### config.mk
export PLATFORM = sky130hd
export DESIGN_NAME = motor_cmd_decoder
export DESIGN_NICKNAME = d
export VERILOG_FILES = /design/src/rtl/mcd_pkg.sv /design/src/rtl/mcd_classify.sv /design/src/rtl/mcd_cfg_regs.sv /design/src/rtl/mcd_ack_out.sv /design/src/rtl/motor_cmd_decoder.sv
export SDC_FILE = /design/constraint.sdc
export NUM_CORES = 1
export LEC_CHECK = 0
export ABC_AREA = 0
export BUFFER_PORTS_ARGS = -buffer_cell sky130_fd_sc_hd__clkbuf_2
export CORE_MARGIN = 3
export CORE_UTILIZATION = 35
export CTS_BUF_LIST = sky130_fd_sc_hd__clkbuf_8
export CTS_CLUSTER_SIZE = 28
export DETAILED_ROUTE_END_ITERATION = 8
export PLACE_DENSITY_LB_ADDON = 0.15
export SLEW_MARGIN = 20
export SYNTH_ARGS = -nofsm -noshare
export SYNTH_HDL_FRONTEND = slang
export SYNTH_SLANG_ARGS = --single-unit
### constraint.sdc
create_clock -name clk -period 7.5 [get_ports clk]
set_input_delay 1.5 -clock clk [delete_from_list [all_inputs] [get_ports clk]]
set_output_delay 1.5 -clock clk [all_outputs]
set_load 0.01 [all_outputs]
### src/rtl/mcd_pkg.sv
// Shared types and acknowledge encoding for the motor command decoder.
// Assumes 12-bit identifiers: a 4-bit node prefix over an 8-bit suffix.
package mcd_pkg;

    typedef enum logic [2:0] {
        CMD_NONE,
        CMD_GAIN_PI,
        CMD_GAIN_D_RPM,
        CMD_PERIOD,
        CMD_HALT,
        CMD_MODE_SPEED,
        CMD_MODE_POS
    } cmd_e;

    localparam int          ID_W       = 12;
    localparam logic [3:0]  ACK_PREFIX = 4'h3;

    // Acknowledge suffix for a command; motor_b selects the second column.
    function automatic logic [7:0] ack_suffix(cmd_e c, logic motor_b);
        case (c)
            CMD_GAIN_PI:    return motor_b ? 8'h04 : 8'h02;
            CMD_GAIN_D_RPM: return motor_b ? 8'h05 : 8'h03;
            CMD_PERIOD:     return motor_b ? 8'h07 : 8'h06;
            CMD_HALT:       return motor_b ? 8'h0B : 8'h09;
            CMD_MODE_SPEED: return motor_b ? 8'h0D : 8'h0C;
            CMD_MODE_POS:   return motor_b ? 8'h0F : 8'h0E;
            default:        return 8'h00;
        endcase
    endfunction

endpackage

### src/rtl/mcd_classify.sv
// Combinational frame classifier: splits an identifier into prefix and
// suffix, flags foreign frames and maps own frames with a valid length
// to a command. Own frames with a bad suffix or length map to CMD_NONE.
module mcd_classify
    import mcd_pkg::*;
#(
    parameter int LEN_W      = 4,
    parameter int BYTES_FULL = 8,
    parameter int BYTES_HALF = 4
) (
    input  logic [ID_W-1:0]  id,
    input  logic [LEN_W-1:0] len,
    input  logic [3:0]       own_prefix,
    output cmd_e             cmd,
    output logic             foreign
);

    localparam logic [LEN_W-1:0] LEN_FULL = LEN_W'(BYTES_FULL);
    localparam logic [LEN_W-1:0] LEN_HALF = LEN_W'(BYTES_HALF);
    localparam logic [LEN_W-1:0] LEN_NONE = '0;

    // Decode prefix ownership, then suffix and length into a command.
    always_comb begin
        foreign = (id[ID_W-1:ID_W-4] != own_prefix);
        cmd     = CMD_NONE;
        if (!foreign) begin
            case (id[7:0])
                8'h00: if (len == LEN_FULL) cmd = CMD_GAIN_PI;
                8'h01: if (len == LEN_FULL) cmd = CMD_GAIN_D_RPM;
                8'h02: if (len == LEN_HALF) cmd = CMD_PERIOD;
                8'h04: if (len == LEN_NONE) cmd = CMD_HALT;
                8'h05: if (len == LEN_NONE) cmd = CMD_MODE_SPEED;
                8'h06: if (len == LEN_NONE) cmd = CMD_MODE_POS;
                default: cmd = CMD_NONE;
            endcase
        end
    end

endmodule

### src/rtl/mcd_cfg_regs.sv
// Motor configuration registers and received-parameter mask.
// Assumes cmd_fire is a single-cycle pulse qualified by an accepted frame
// and that cmd is CMD_NONE-free whenever cmd_fire is high.
module mcd_cfg_regs
    import mcd_pkg::*;
#(
    parameter int FIELD_W    = 32,
    parameter int SAMPLE_RST = 10,
    parameter int N_GAIN     = 4
) (
    input  logic                 clk,
    input  logic                 rst_n,
    input  logic                 cmd_fire,
    input  cmd_e                 cmd,
    input  logic [2*FIELD_W-1:0] data,
    output logic [FIELD_W-1:0]   kp_gain,
    output logic [FIELD_W-1:0]   ki_gain,
    output logic [FIELD_W-1:0]   kd_gain,
    output logic [FIELD_W-1:0]   target_rpm,
    output logic [FIELD_W-1:0]   sample_ms,
    output logic                 pos_mode,
    output logic                 motor_en,
    output logic [2:0]           rx_mask
);

    localparam logic [2:0] MASK_ALL = 3'b111;

    logic [FIELD_W-1:0] field_hi, field_lo;
    logic [FIELD_W-1:0] gain_q [N_GAIN];
    logic [2:0]         set_bit;
    logic [2:0]         mask_next;

    assign field_hi = data[2*FIELD_W-1:FIELD_W];
    assign field_lo = data[FIELD_W-1:0];

    // One register per gain/RPM field; even slots take the first field.
    for (genvar gi = 0; gi < N_GAIN; gi++) begin : g_gain
        localparam cmd_e LOAD_CMD = (gi < 2) ? CMD_GAIN_PI : CMD_GAIN_D_RPM;
        // Load this slot from its half of the data when its command fires.
        always_ff @(posedge clk) begin
            if (!rst_n)
                gain_q[gi] <= '0;
            else if (cmd_fire && cmd == LOAD_CMD)
                gain_q[gi] <= (gi % 2 == 0) ? field_hi : field_lo;
        end
    end

    assign kp_gain    = gain_q[0];
    assign ki_gain    = gain_q[1];
    assign kd_gain    = gain_q[2];
    assign target_rpm = gain_q[3];

    // Map parameter commands to their mask bit.
    always_comb begin
        case (cmd)
            CMD_GAIN_PI:    set_bit = 3'b001;
            CMD_GAIN_D_RPM: set_bit = 3'b010;
            CMD_PERIOD:     set_bit = 3'b100;
            default:        set_bit = 3'b000;
        endcase
        mask_next = rx_mask | set_bit;
    end

    // Sample period register, reset to its default in ms.
    always_ff @(posedge clk) begin
        if (!rst_n)
            sample_ms <= FIELD_W'(SAMPLE_RST);
        else if (cmd_fire && cmd == CMD_PERIOD)
            sample_ms <= field_hi;
    end

    // Mask accumulation, enable gating and mode selection.
    always_ff @(posedge clk) begin
        if (!rst_n) begin
            rx_mask  <= '0;
            motor_en <= 1'b0;
            pos_mode <= 1'b0;
        end else if (cmd_fire) begin
            case (cmd)
                CMD_GAIN_PI, CMD_GAIN_D_RPM, CMD_PERIOD: begin
                    if (mask_next == MASK_ALL) begin
                        motor_en <= 1'b1;
                        rx_mask  <= '0;
                    end else begin
                        rx_mask  <= mask_next;
                    end
                end
                CMD_HALT: begin
                    motor_en <= 1'b0;
                    rx_mask  <= '0;
                end
                CMD_MODE_SPEED, CMD_MODE_POS: begin
                    motor_en <= 1'b0;
                    rx_mask  <= '0;
                    pos_mode <= (cmd == CMD_MODE_POS);
                end
                default: ;
            endcase
        end
    end

    AST_MASK_NEVER_FULL: assert property (@(posedge clk) disable iff (!rst_n)
        rx_mask != MASK_ALL);
    AST_ENABLE_CLEARS_MASK: assert property (@(posedge clk) disable iff (!rst_n)
        $rose(motor_en) |-> rx_mask == 3'b000);
    AST_HALT_DISABLES: assert property (@(posedge clk) disable iff (!rst_n)
        (cmd_fire && cmd == CMD_HALT) |=> (!motor_en && rx_mask == 3'b000));
    AST_POS_SETS_MODE: assert property (@(posedge clk) disable iff (!rst_n)
        (cmd_fire && cmd == CMD_MODE_POS) |=> (pos_mode && !motor_en));

endmodule

### src/rtl/mcd_ack_out.sv
// Acknowledge holding register: captures the acknowledge identifier for
// an accepted command and holds it until the consumer takes it.
// Assumes cmd_fire is never high while ack_valid is high.
module mcd_ack_out
    import mcd_pkg::*;
(
    input  logic            clk,
    input  logic            rst_n,
    input  logic            cmd_fire,
    input  cmd_e            cmd,
    input  logic            motor_b,
    input  logic            ack_ready,
    output logic            ack_valid,
    output logic [ID_W-1:0] ack_id
);

    // Load a new acknowledge or retire the pending one.
    always_ff @(posedge clk) begin
        if (!rst_n) begin
            ack_valid <= 1'b0;
            ack_id    <= '0;
        end else if (cmd_fire) begin
            ack_valid <= 1'b1;
            ack_id    <= {ACK_PREFIX, ack_suffix(cmd, motor_b)};
        end else if (ack_ready) begin
            ack_valid <= 1'b0;
        end
    end

    AST_ACK_HELD: assert property (@(posedge clk) disable iff (!rst_n)
        (ack_valid && !ack_ready) |=> (ack_valid && $stable(ack_id)));
    AST_ACK_PREFIX: assert property (@(posedge clk) disable iff (!rst_n)
        ack_valid |-> ack_id[ID_W-1:ID_W-4] == ACK_PREFIX);
    AST_NO_FIRE_PENDING: assert property (@(posedge clk) disable iff (!rst_n)
        ack_valid |-> !cmd_fire);

endmodule

### src/rtl/motor_cmd_decoder.sv
// Motor command decoder top: accepts parsed frames, applies own commands
// to the configuration registers with an acknowledge, and forwards
// foreign frames unchanged. Input is held off while an ack is pending.
// Assumes motor_b_sel is static between resets.
module motor_cmd_decoder
    import mcd_pkg::*;
#(
    parameter int         LEN_W      = 4,
    parameter int         DATA_W     = 64,
    parameter int         SAMPLE_RST = 10,
    parameter logic [3:0] PREFIX_A   = 4'h1,
    parameter logic [3:0] PREFIX_B   = 4'h2
) (
    input  logic                 clk,
    input  logic                 rst_n,
    input  logic                 motor_b_sel,
    input  logic                 in_valid,
    output logic                 in_ready,
    input  logic [ID_W-1:0]      in_id,
    input  logic [LEN_W-1:0]     in_len,
    input  logic [DATA_W-1:0]    in_data,
    output logic                 ack_valid,
    input  logic                 ack_ready,
    output logic [ID_W-1:0]      ack_id,
    output logic                 fwd_valid,
    output logic [ID_W-1:0]      fwd_id,
    output logic [LEN_W-1:0]     fwd_len,
    output logic [DATA_W-1:0]    fwd_data,
    output logic [DATA_W/2-1:0]  kp_gain,
    output logic [DATA_W/2-1:0]  ki_gain,
    output logic [DATA_W/2-1:0]  kd_gain,
    output logic [DATA_W/2-1:0]  target_rpm,
    output logic [DATA_W/2-1:0]  sample_ms,
    output logic                 pos_mode,
    output logic                 motor_en,
    output logic [2:0]           rx_mask
);

    localparam int FIELD_W    = DATA_W / 2;
    localparam int BYTES_FULL = DATA_W / 8;
    localparam int BYTES_HALF = FIELD_W / 8;

    logic       accept;
    logic       foreign;
    logic       cmd_fire;
    logic [3:0] own_prefix;
    cmd_e       cmd;

    assign own_prefix = motor_b_sel ? PREFIX_B : PREFIX_A;
    assign in_ready   = !ack_valid;
    assign accept     = in_valid && in_ready;
    assign cmd_fire   = accept && (cmd != CMD_NONE);

    mcd_classify #(
        .LEN_W      (LEN_W),
        .BYTES_FULL (BYTES_FULL),
        .BYTES_HALF (BYTES_HALF)
    ) classify_i (
        .id         (in_id),
        .len        (in_len),
        .own_prefix (own_prefix),
        .cmd        (cmd),
        .foreign    (foreign)
    );

    mcd_cfg_regs #(
        .FIELD_W    (FIELD_W),
        .SAMPLE_RST (SAMPLE_RST)
    ) cfg_i (
        .clk        (clk),
        .rst_n      (rst_n),
        .cmd_fire   (cmd_fire),
        .cmd        (cmd),
        .data       (in_data),
        .kp_gain    (kp_gain),
        .ki_gain    (ki_gain),
        .kd_gain    (kd_gain),
        .target_rpm (target_rpm),
        .sample_ms  (sample_ms),
        .pos_mode   (pos_mode),
        .motor_en   (motor_en),
        .rx_mask    (rx_mask)
    );

    mcd_ack_out ack_i (
        .clk       (clk),
        .rst_n     (rst_n),
        .cmd_fire  (cmd_fire),
        .cmd       (cmd),
        .motor_b   (motor_b_sel),
        .ack_ready (ack_ready),
        .ack_valid (ack_valid),
        .ack_id    (ack_id)
    );

    // Forward strobe: one cycle per accepted foreign frame.
    always_ff @(posedge clk) begin
        if (!rst_n)
            fwd_valid <= 1'b0;
        else
            fwd_valid <= accept && foreign;
    end

    // Forward payload capture; holds between forwarded frames.
    always_ff @(posedge clk) begin
        if (!rst_n) begin
            fwd_id   <= '0;
            fwd_len  <= '0;
            fwd_data <= '0;
        end else if (accept && foreign) begin
            fwd_id   <= in_id;
            fwd_len  <= in_len;
            fwd_data <= in_data;
        end
    end

    AST_FWD_IS_FOREIGN: assert property (@(posedge clk) disable iff (!rst_n)
        fwd_valid |-> fwd_id[ID_W-1:ID_W-4] != own_prefix);
    AST_FWD_NO_ACK: assert property (@(posedge clk) disable iff (!rst_n)
        (accept && foreign) |=> (fwd_valid && $stable(kp_gain) && $stable(motor_en)));
    AST_BAD_FRAME_QUIET: assert property (@(posedge clk) disable iff (!rst_n)
        (accept && !foreign && cmd == CMD_NONE) |=> (!ack_valid && !fwd_valid && $stable(rx_mask)));

endmodule

==> results by group, run 1 <==
GRT
  – Initial antenna violation count: 0
  – First-pass GRT wire length: 44790 um
  – Largest net degree at the start of global routing: 118
  – Grt ovf: 0
  – Overall Global Routing Usage: 18.56%
  – Vias in the first global route: around 7.7k

Critical path
  – Startpoint types: input pin
  – Worst Path Required: 7.66 ns
  – Cell count along the critical path: 7
  – Critical Path Sink Type: register
  – Buf+Inv Stages, Crit Path: 2
  – Worst setup startpoint: in_id[4]
  – Slowest cell on crit path: nor4_2
  – Crit path to: cfg_i.gain_q[0][0]
  – R2R setup slack: 4.48 ns
  – Worst r2r dst: cfg_i.gain_q[0][0]
  – Reg2reg start: ack_i.ack_valid
  – Critical path fanouts, max: 38
  – Slowest stage delay, CP: 0.77 ns
  – Top Family by Delay on Critical Path: simple AND/OR/NAND/NOR gates
  – R2R cell count: 7
  – CP Cell Sequence: clkbuf_2 -> nor4_2 -> nand2_1 -> nor3_2 -> nand2_1 -> o21ai_4 -> buf_4
  – Critical Path AT: 4.48 ns
  – CP most frequent cell: nand2_1
  – Crit path kind: in -> reg

STA
  – Worst-Margin Slew: 1.036 ns
  – Slew Viols, Final: 0
  – Final hold viol count: 0
  – Fin Setup TNS: 0 ns
  – Max Clk Rate: 231.5 MHz
  – Final setup violation count: 0
  – Max-slew headroom: 30.71%
  – Unrepaired setup endpoints after global routing: false
  – Final clock skew: 0.03022 ns
  – Minimum clock period: 4.319 ns
  – Period utilisation layout: 57.58%

Placed design
  – PortBufs: 338
  – Final HPWL DP: 19590 um
  – Placed Cells: between 1.5k and 2k
  – RePlAce Congestion: 0.8722
  – Post-DP Area: approximately 12000 um^2

CTS
  – Post-CTS Setup Inserts: 0
  – Max clock buf depth: 3
  – CTS-repair resized insts: 0
  – Clock-pin slew on the worst setup and hold paths: 0.06 ns
  – CTS Buf Count: 45
  – Hold buffer count at CTS: 0
  – Worst skew pair latency: 0.54 ns
  – H-Tree Depth: 2
  – # clock sinks: approximately 250
  – Root Buffer Master: clkbuf_8
  – CTS tree: built

Worst hold path
  – Worst hold path startpoint: cfg_i.sample_ms[27]
  – Hold WC Path Type: reg -> reg

Synthesis
  – Synthesized area: approximately 10000 um^2
  – Mean post-synth cell area: around 11 um^2
  – Post-Synthesis Cells: approximately 900
  – Synth cell types: 50
  – Synth warnings: 0
  – Sequential-to-total area share from yosys stat: 63.88%
  – #FFs+latches synth: 252

Cells and area
  – Finished Layout Cells: 1628
  – Final #Nets: 1308
  – Post-route cell area: 12600 um^2
  – Layout cells sized above 1: 33.12%
  – Fill count: 2681
  – Ant. Diodes: 0
  – Area Overhead vs Synth: 27.26%

Floorplan
  – Die Y: 174.2 um
  – Chip width: ~170 um
  – Die ar.: 30350 um^2
  – Ports: ~350
  – Initial Util: 36.14%
  – Core Box Area: 27400 um^2
  – Site Rows: 60

Drt
  – Post-Route WL: 29040 um
  – Final antenna-violating net count: 0
  – DRC Markers: 0
  – Vias per cell: 4.719
  – Number of detailed-route iterations in the first pass: 5
  – Via count: 7683
  – Routed len/inst: 17.84 um
  – Initial DRC Count: 425

Flow run
  – Number of max-cap violations: 0

Power
  – Pwr Total: 2.899 mW
  – Leakage: approximately 5.7 nW
  – PwrDens: 230.0 nW/um^2
  – VDD IR-drop max: 0.1618 mV

Status
  – Status: completed
==> cells in the mapped netlist, drive strengths merged <==
cell	count	area, um^2
nand3	6	30.03
o21a	3	22.52
a221oi	1	8.760
edfxtp	128	3844
o211ai	5	42.54
o41ai	1	8.760
and3	67	419.2
nor2	12	45.04
buf	28	207.7
o311ai	1	8.760
nor4	3	31.28
a21oi	5	32.53
o31ai	2	15.01
nor3b	3	22.52
or4	1	11.26
o221a	1	11.26
o221ai	1	8.760
a41oi	1	8.760
nand2b	1	6.260
o21ai	7	35.03
dfxtp	124	2482
nor3	5	40.04
and3b	2	17.52
mux2i	1	10.01
a21boi	112	840.8
and4bb	2	25.02
o211a	3	30.03
and4	1	8.760
nand2	240	900.9
inv	2	7.510
o2111ai	1	8.760
a31oi	5	31.28
nand4bb	1	11.26
a22oi	1	7.510
nand4	2	12.51
and2	66	412.9
nor2b	5	31.28
clkbuf	44	171.4
or3	1	6.260
o2111a	2	23.77
conb	1	3.750
==> layout by cell type, fill, tap and decap left out, types with 3 or more instances in the layout <==
master,count
clkbuf_8,47
o211ai_1,4
a21oi_1,3
clkbuf_2,337
and3_1,67
o211a_1,3
a31oi_1,5
nand3_1,6
nand2_1,238
dfxtp_1,124
a21boi_0,105
clkinv_2,4
nor2b_1,5
nor3b_1,3
and2_1,66
o21a_1,3
conb_1,6
inv_1,26
nor2_1,11
a21boi_1,7
buf_4,8
clkinv_1,3
edfxtp_1,128
o21ai_0,6
==> per-stage QoR <==
step / setup WS, ns / hold WS, ns / utilization [%]
floorplan: 1.459 / 0.4792 / -
global placement: 2.649 / 0.4410 / 43.05
detailed placement: 2.562 / 0.4487 / 43.05
CTS: 3.152 / 0.4569 / 46.00
global route: 2.912 / 0.4715 / 46.00
finish: 3.181 / 0.4529 / 46.00
==> how the worst min path moves through the flow <==
stage,end,slack (ns),cells after the start
CTS,cfg_i.sample_ms[27],0.46,2
detailed placement,cfg_i.sample_ms[27],0.45,2
global route,cfg_i.sample_ms[25],0.47,2
global placement,cfg_i.sample_ms[25],0.44,2
finish,cfg_i.sample_ms[27],0.45,2
floorplan,cfg_i.sample_ms[24],0.48,2
==> report_power, final <==
group          total (mW)  switching, mW  internal, mW
logic               0.224          0.147        0.0763
clock network        1.16          0.546         0.612
registers            1.52         0.0207          1.50
==> cells by family (layout without fill, tap and decap cells) <==
family	after synthesis	in the layout	share of synthesized area (%)
muxes	1	1	0.1011
and+or+nand+nor	418	418	20.52
DFF	252	252	63.88
buffers and inverters	74	427	3.904
other	1	6	0.03787
AOI/OAI and AO/OA	152	152	11.56
==> flip-flops by register name, summed over array words and instances, names as in the netlist <==
name             cells
cfg_i.motor_en       1
cfg_i.rx_mask        3
ack_i.ack_valid      1
cfg_i.sample_ms     32
fwd_data            64
cfg_i.gain_q       128
fwd_valid            1
cfg_i.pos_mode       1
fwd_len              4
ack_i.ack_id         5
fwd_id              12
==> routing by layer <==
metal / vias up / wire [um] / track usage [%]
met4: 0 / 448 / 4.524
met5: - / 0 / 0
met2: 263 / 14090 / 32.17
met3: 43 / 2180 / 5.526
met1: 3643 / 12330 / 22.72
li1: 3734 / - / -
==> tightest hold or removal path, cell delays in order (launching register included) <==
cell,delay [ns]
dfxtp_1,0.30
nand2_1,0.05
a21boi_1,0.05
==> area by class of cell <==
type	instances	area (um^2)	share of cell area, %
Inverter	2	7.507	0.05957
Multi-Input combinational cell	577	3251	25.79
Timing Repair Buffer	345	1747	13.86
Sequential cell	252	6326	50.19
Tap cell	372	465.4	3.693
Clock inverter	33	160.2	1.271
Clock buffer	47	646.9	5.133
(Power assumes the default switching activity.)
==> run 2, diff against run 1 <==
- clock period: 7.5 -> 4 ns (I/O delays scaled with it)
==> run 2 against run 1 <==
  * Worst setup slack worse by 2.0 ns
  * Clock-buffer cell count increased by 2
  * Global-route usage rose by 0.26 points
  * Largest power group unchanged
  * Non-clock buffer count rose by 8
  * First-iteration DRC count decreased by 5.4%
  * Register-to-register slack lost 2.8 ns
  * Final cell count increased by 0.61%
  * Critical path depth stayed put
  * Largest cell class unchanged
  * Clock power is 83% higher
  * Sequential power is 87% higher
  * Critical path type unchanged
==> results by group, run 2 (synthesis results as in run 1) <==
Critical path
  – Critical path fanouts, max: 35 (-7.9%)
  – Critical Path Sink Type: register
  – Critical Path AT: 2.97 ns (-1.51 ns)
  – Worst Path Required: 4.17 ns (-3.49 ns)
  – Startpoint types: input pin
  – Crit path kind: in -> reg

Power
  – NetSw: 1.317 mW (+85%)
  – Leakage: 5.759 nW (+1.3%)
  – PwrDens: 424.5 nW/um^2 (+85%)
  – VDD IR-drop max: 0.2132 mV (+32%)
  – Pwr Total: 5.392 mW (+86%)
  – Seq pwr share: 52.7% (+0.4 points)
  – Switching share of power: 24.42% (-0.20 points)
  – Clock power share: 39.3% (-0.6 points)
  – Comb pwr share: 8.0% (+0.3 points)
  – Internal Pwr Total: 4.075 mW (+86%)

Floorplan
  – Core Box Area: 27400 um^2 (unchanged)
  – Die Y: 174.2 um (unchanged)
  – Initial Util: 36.14% (unchanged)
  – Ports: 345 (unchanged)
  – Site Rows: 60 (unchanged)
  – Chip width: 174.2 um (unchanged)
  – Die ar.: 30350 um^2 (unchanged)

Drt
  – Final antenna-violating net count: 0 (unchanged)
  – Number of detailed-route iterations in the first pass: 4 (-1)
  – Post-Route WL: 29600 um (+1.9%)
  – DRC Markers: 0 (unchanged)
  – Vias per cell: 4.742 (+0.49%)
  – Initial DRC Count: 402 (-5.4%)
  – Routed len/inst: 18.07 um (+1.3%)
  – Via count: 7768 (+1.1%)

Worst hold path
  – Hold WC Path Type: reg -> reg

Cells and area
  – Fill count: 2714 (+1.2%)
  – Ant. Diodes: 0 (unchanged)
  – Area Overhead vs Synth: 28.28%
  – Final #Nets: 1315 (+0.54%)
  – Most frequent cells in the layout: clkbuf_2, nand2_1, edfxtp_1
  – Max reg flops: 128 (unchanged)
  – Largest Register: cfg_i.gain_q
  – Layout cells sized above 1: 33.41% (+0.29 points)
  – Largest regs: cfg_i.gain_q: 128 flops, fwd_data: 64 flops, cfg_i.sample_ms: 32 flops
  – Most common cell after layout, fill and taps aside: clkbuf_2

CTS
  – Clock-pin slew on the worst setup and hold paths: 0.05 ns (about the same)
  – Max clock buf depth: 3 (unchanged)
  – H-Tree Depth: 2 (unchanged)
  – CTS tree: built
  – # clock sinks: 252 (unchanged)
  – Hold buffer count at CTS: 0 (unchanged)
  – CTS-repair resized insts: 0 (unchanged)
  – Root Buffer Master: clkbuf_8
  – CTS Buf Count: 44 (-2.2%)
  – Post-CTS Setup Inserts: 0 (unchanged)
  – Worst skew pair latency: 0.52 ns (-0.02 ns)

STA
  – Max-slew headroom: 45.70% (+15 points)
  – Worst-Margin Slew: 0.8144 ns (-0.2215 ns)
  – Period utilisation layout: 70.19%
  – Final clock skew: 0.01281 ns (-0.01742 ns)
  – Final hold viol count: 0 (unchanged)
  – Worst Slack Setup Final: 1.192 ns (-1.989 ns)
  – Max Clk Rate: 356.2 MHz
  – Final setup violation count: 0 (unchanged)
  – Slew Viols, Final: 0 (unchanged)
  – Unrepaired setup endpoints after global routing: false
  – Fin Setup TNS: 0 ns (unchanged)
  – Minimum clock period: 2.808 ns

Placed design
  – PortBufs: 338 (unchanged)
  – Final HPWL DP: 20050 um (+2.3%)
  – RePlAce Congestion: 0.8549 (-2.0%)
  – Pre-CTS setup slack: 0.6824 ns (-1.880 ns)

GRT
  – First-pass GRT wire length: 45440 um (+1.4%)
  – Largest net degree at the start of global routing: 108 (-8.5%)
  – Overall Global Routing Usage: 18.82% (+0.26 points)
  – Vias in the first global route: 7762 (+1.3%)
  – Initial antenna violation count: 0 (unchanged)
  – Grt ovf: 0 (unchanged)

Status
  – Status: completed

Flow run
  – Number of max-cap violations: 0 (unchanged)
[run 2: worst max-delay path: stages]
cell      delay, ns
clkbuf_2       0.14
nor3b_1        0.42
o21ai_0        0.34
nor3_2         0.47
nand2_1        0.16
o21ai_4        0.16
buf_4          0.44
[run 2: worst paths after layout]
path / start / endpoint / slack (ns) / depth (start not counted)
worst max register to register: ack_i.ack_valid / cfg_i.gain_q[0][6] / 1.71 / 7
worst min register to register: cfg_i.sample_ms[28] / cfg_i.sample_ms[28] / 0.46 / 2
worst min-delay path: cfg_i.sample_ms[28] / cfg_i.sample_ms[28] / 0.46 / 2
worst max-delay path: motor_b_sel / cfg_i.gain_q[0][6] / 1.19 / 7
[run 2: cell type report]
type | instances | area [um^2] | share of cell area (%)
Sequential cell | 252 | 6326 | 49.80
Clock buffer | 49 | 674.4 | 5.309
Tap cell | 372 | 465.4 | 3.664
Multi-Input combinational cell | 577 | 3256 | 25.63
Inverter | 2 | 7.507 | 0.05910
Timing Repair Buffer | 353 | 1844 | 14.52
Clock inverter | 33 | 130.1 | 1.024
[run 2: routing by layer]
metal | vias up | track usage [%] | wire length, um
li1 | 3753 | - | -
met1 | 3675 | 23.82 | 12630
met2 | 281 | 30.77 | 13820
met3 | 59 | 5.352 | 2232
met4 | 0 | 6.937 | 922
met5 | - | 0 | 0
[run 2: power groups by stage]
| stage | clock network (mW) | logic (mW) | registers, mW |
|---|---|---|---|
| 6_report | 2.12 | 0.429 | 2.84 |
| 5_1_grt | 2.31 | 0.471 | 2.85 |
| 4_1_cts | 2.21 | 0.439 | 2.84 |
| 3_5_place_dp | 0 | 0.438 | 2.90 |
| 3_3_place_gp | 0 | 0.436 | 2.90 |
| 2_1_floorplan | 0 | 0.144 | 2.95 |
[run 2: per-stage QoR]
step | std cells | hold slack [ns] | cell area [um^2] | utilization, %
floorplan | 903 | 0.4792 | 9933 | -
global placement | 1556 | 0.4413 | 11900 | 43.42
detailed placement | 1556 | 0.4493 | 11900 | 43.42
CTS | 1638 | 0.4580 | 12700 | 46.36
global route | 1638 | 0.4826 | 12700 | 46.36
finish | 1638 | 0.4579 | 12700 | 46.36
==> run 3, diff against run 2 <==
- clock period: 4 -> 2.5 ns (I/O delays scaled with it)
==> run 3 against run 2 <==
  * Clock-buffer cell count shrank 3
  * Final cell count grew 1.9%
  * First-iteration DRC count grew 21%
  * Clock power grew 56%
  * Cell area grew 3.0%
  * Clock skew shrank 0.00093 ns
  * Sequential share of layout area shrank 1.5 points
  * Via count grew 0.88%
  * Non-clock buffer count grew 31
  * Wire length shrank 0.86%
  * Combinational power grew 69%
  * Die area is the same
  * Critical path type unchanged
  * Critical endpoint is now cfg_i.gain_q[2][12]
  * Largest cell class unchanged
==> results by group, run 3 (synthesis results as in run 1) <==
Power
  – Seq pwr share: 53.0% (+0.3 points)
  – Switching share of power: 24.73% (+0.31 points)
  – NetSw: 2.124 mW (+61%)
  – Leakage: 5.945 nW (+3.2%)
  – Clock power share: 38.6% (-0.7 points)
  – PwrDens: 656.4 nW/um^2 (+55%)
  – VDD IR-drop max: 0.3906 mV (+83%)
  – Comb pwr share: 8.5% (+0.5 points)
  – Pwr Total: 8.590 mW (+59%)
  – Internal Pwr Total: 6.466 mW (+59%)

Critical path
  – Critical path fanouts, max: 18 (-49%)
  – Buf+Inv Stages, Crit Path: 2 (unchanged)
  – Critical Path Sink Type: register
  – Critical Path AT: 2.18 ns (-0.79 ns)
  – Slowest stage delay, CP: 0.56 ns (+0.09 ns)
  – Crit path kind: in -> reg
  – CP Cell Sequence: clkbuf_2 -> or4_4 -> a21oi_2 -> o2111a_2 -> nand3_1 -> nand2_8 -> buf_12
  – Top Family by Delay on Critical Path: simple AND/OR/NAND/NOR gates
  – Worst setup startpoint: in_id[7]
  – Slowest cell on crit path: or4_4
  – Reg2reg start: ack_i.ack_valid
  – Worst Path Required: 2.73 ns (-1.44 ns)
  – Startpoint types: input pin

Floorplan
  – Ports: 345 (unchanged)
  – Core Box Area: 27400 um^2 (unchanged)
  – Site Rows: 60 (unchanged)
  – Die Y: 174.2 um (unchanged)
  – Chip width: 174.2 um (unchanged)
  – Die ar.: 30350 um^2 (unchanged)
  – Initial Util: 36.14% (unchanged)

Drt
  – Metal2 WL: 13820 um (about the same)
  – Final antenna-violating net count: 0 (unchanged)
  – Via count: 7836 (+0.88%)
  – Number of detailed-route iterations in the first pass: 5 (+1)
  – Top routing layer used: met4
  – Initial DRC Count: 487 (+21%)
  – Vias per cell: 4.695 (-1.0%)
  – DRC Markers: 0 (unchanged)
  – Post-Route WL: 29340 um (-0.86%)
  – Routed len/inst: 17.58 um (-2.7%)
  – Met1 Wirelength: 12340 um (-2.3%)
  – Met3 wire length: 2270 um (+1.7%)

CTS
  – Clock-pin slew on the worst setup and hold paths: 0.06 ns (about the same)
  – Root Buffer Master: clkbuf_8
  – Post-CTS Setup Inserts: 0 (unchanged)
  – Max clock buf depth: 3 (unchanged)
  – Worst skew pair latency: 0.52 ns (about the same)
  – CTS Buf Count: 45 (+2.3%)
  – # clock sinks: 252 (unchanged)
  – Hold buffer count at CTS: 0 (unchanged)
  – H-Tree Depth: 2 (unchanged)
  – CTS tree: built
  – CTS-repair resized insts: 0 (unchanged)

STA
  – Max-slew headroom: 63.65% (+18 points)
  – Final setup violation count: 0 (unchanged)
  – Max Clk Rate: 513.2 MHz
  – Worst-Margin Slew: 0.5429 ns (-0.2715 ns)
  – Final hold viol count: 0 (unchanged)
  – Unrepaired setup endpoints after global routing: false
  – Period utilisation layout: between 70% and 80%
  – Slew Viols, Final: 0 (unchanged)
  – Minimum clock period: 1.949 ns
  – Final clock skew: 0.01188 ns (-0.0009255 ns)

Cells and area
  – Core Util, Final: 47.76% (+1.4 points)
  – Most common cell after layout, fill and taps aside: clkbuf_2
  – Area Overhead vs Synth: 32.14%
  – Largest regs: cfg_i.gain_q: 128 flops, fwd_data: 64 flops, cfg_i.sample_ms: 32 flops
  – Max reg flops: 128 (unchanged)
  – Most frequent cells in the layout: clkbuf_2, nand2_1, edfxtp_1
  – Largest Register: cfg_i.gain_q
  – Layout cells sized above 1: 34.88% (+1.5 points)
  – Final #Nets: 1347 (+2.4%)
  – Finished Layout Cells: 1669 (+1.9%)

GRT
  – Initial antenna violation count: 1 (+1)
  – Largest net degree at the start of global routing: 110 (+1.9%)
  – Overall Global Routing Usage: 18.94% (+0.12 points)
  – Grt ovf: 0 (unchanged)
  – First-pass GRT wire length: 45950 um (+1.1%)
  – Vias in the first global route: 7864 (+1.3%)

Placed design
  – Final HPWL DP: 20730 um (+3.4%)
  – RePlAce Congestion: 0.8489 (-0.70%)
  – PortBufs: 338 (unchanged)
  – Placed Cells: 1587 (+2.0%)

Flow run
  – Number of max-cap violations: 0 (unchanged)

Worst hold path
  – Hold WC Path Type: in -> reg
  – Worst hold path startpoint: in_data[13]

Status
  – Status: completed
## run 3: per-stage QoR
step,worst slack (ns),hold WS [ns],cell area [um^2],TNS (ns)
final,0.5514,0.2231,13090,0
after global routing,0.4445,0.2032,13090,0
after CTS,0.5698,0.1707,13080,0
after detailed placement,-0.008410,0.4494,12310,-0.1375
after global placement,0.05440,0.4407,12310,0
after floorplan,-0.6038,0.4792,9963,-38.64
## run 3: power by group through the flow
stage | clock [mW] | sequential (mW) | combinational, mW
2_1_floorplan | 0 | 4.72 | 0.233
4_1_cts | 3.44 | 4.55 | 0.742
5_1_grt | 3.64 | 4.57 | 0.798
6_report | 3.31 | 4.55 | 0.727
3_5_place_dp | 0 | 4.64 | 0.741
3_3_place_gp | 0 | 4.64 | 0.737
## run 3: final cells by class
class / count / area [um^2]
inverters: 2 / 7.507
repair buffers: 384 / 2240
clock buffers: 46 / 633.1
diodes: 1 / 2.502
fillers: 2642 / 14320
multi-input cells: 577 / 3272
clock inverters: 35 / 140.1
flip-flops and latches: 252 / 6326
well taps: 372 / 465.4
## run 3: layer usage
layer  vias to the layer above  track usage (%)
met2                       280            31.49
met5                         -                0
met1                      3682            23.59
met4                         0            6.535
met3                        64            5.548
li1                       3810                -
## run 3: path summary, 6_finish.rpt
path / to / slack, ns / cells past startpoint
max reg2reg: cfg_i.gain_q[2][12] / 0.60 / 7
min reg2reg: cfg_i.sample_ms[25] / 0.46 / 2
max: cfg_i.gain_q[2][12] / 0.55 / 7
min: fwd_data[13] / 0.22 / 3
## run 3: worst reg2reg max path, cell delays in order, from the launching register on
cell	delay, ns
dfxtp_1	0.34
inv_1	0.08
nand2_1	0.14
nor2_1	0.18
o2111a_2	0.28
nand3_1	0.20
nand2_8	0.20
buf_12	0.19
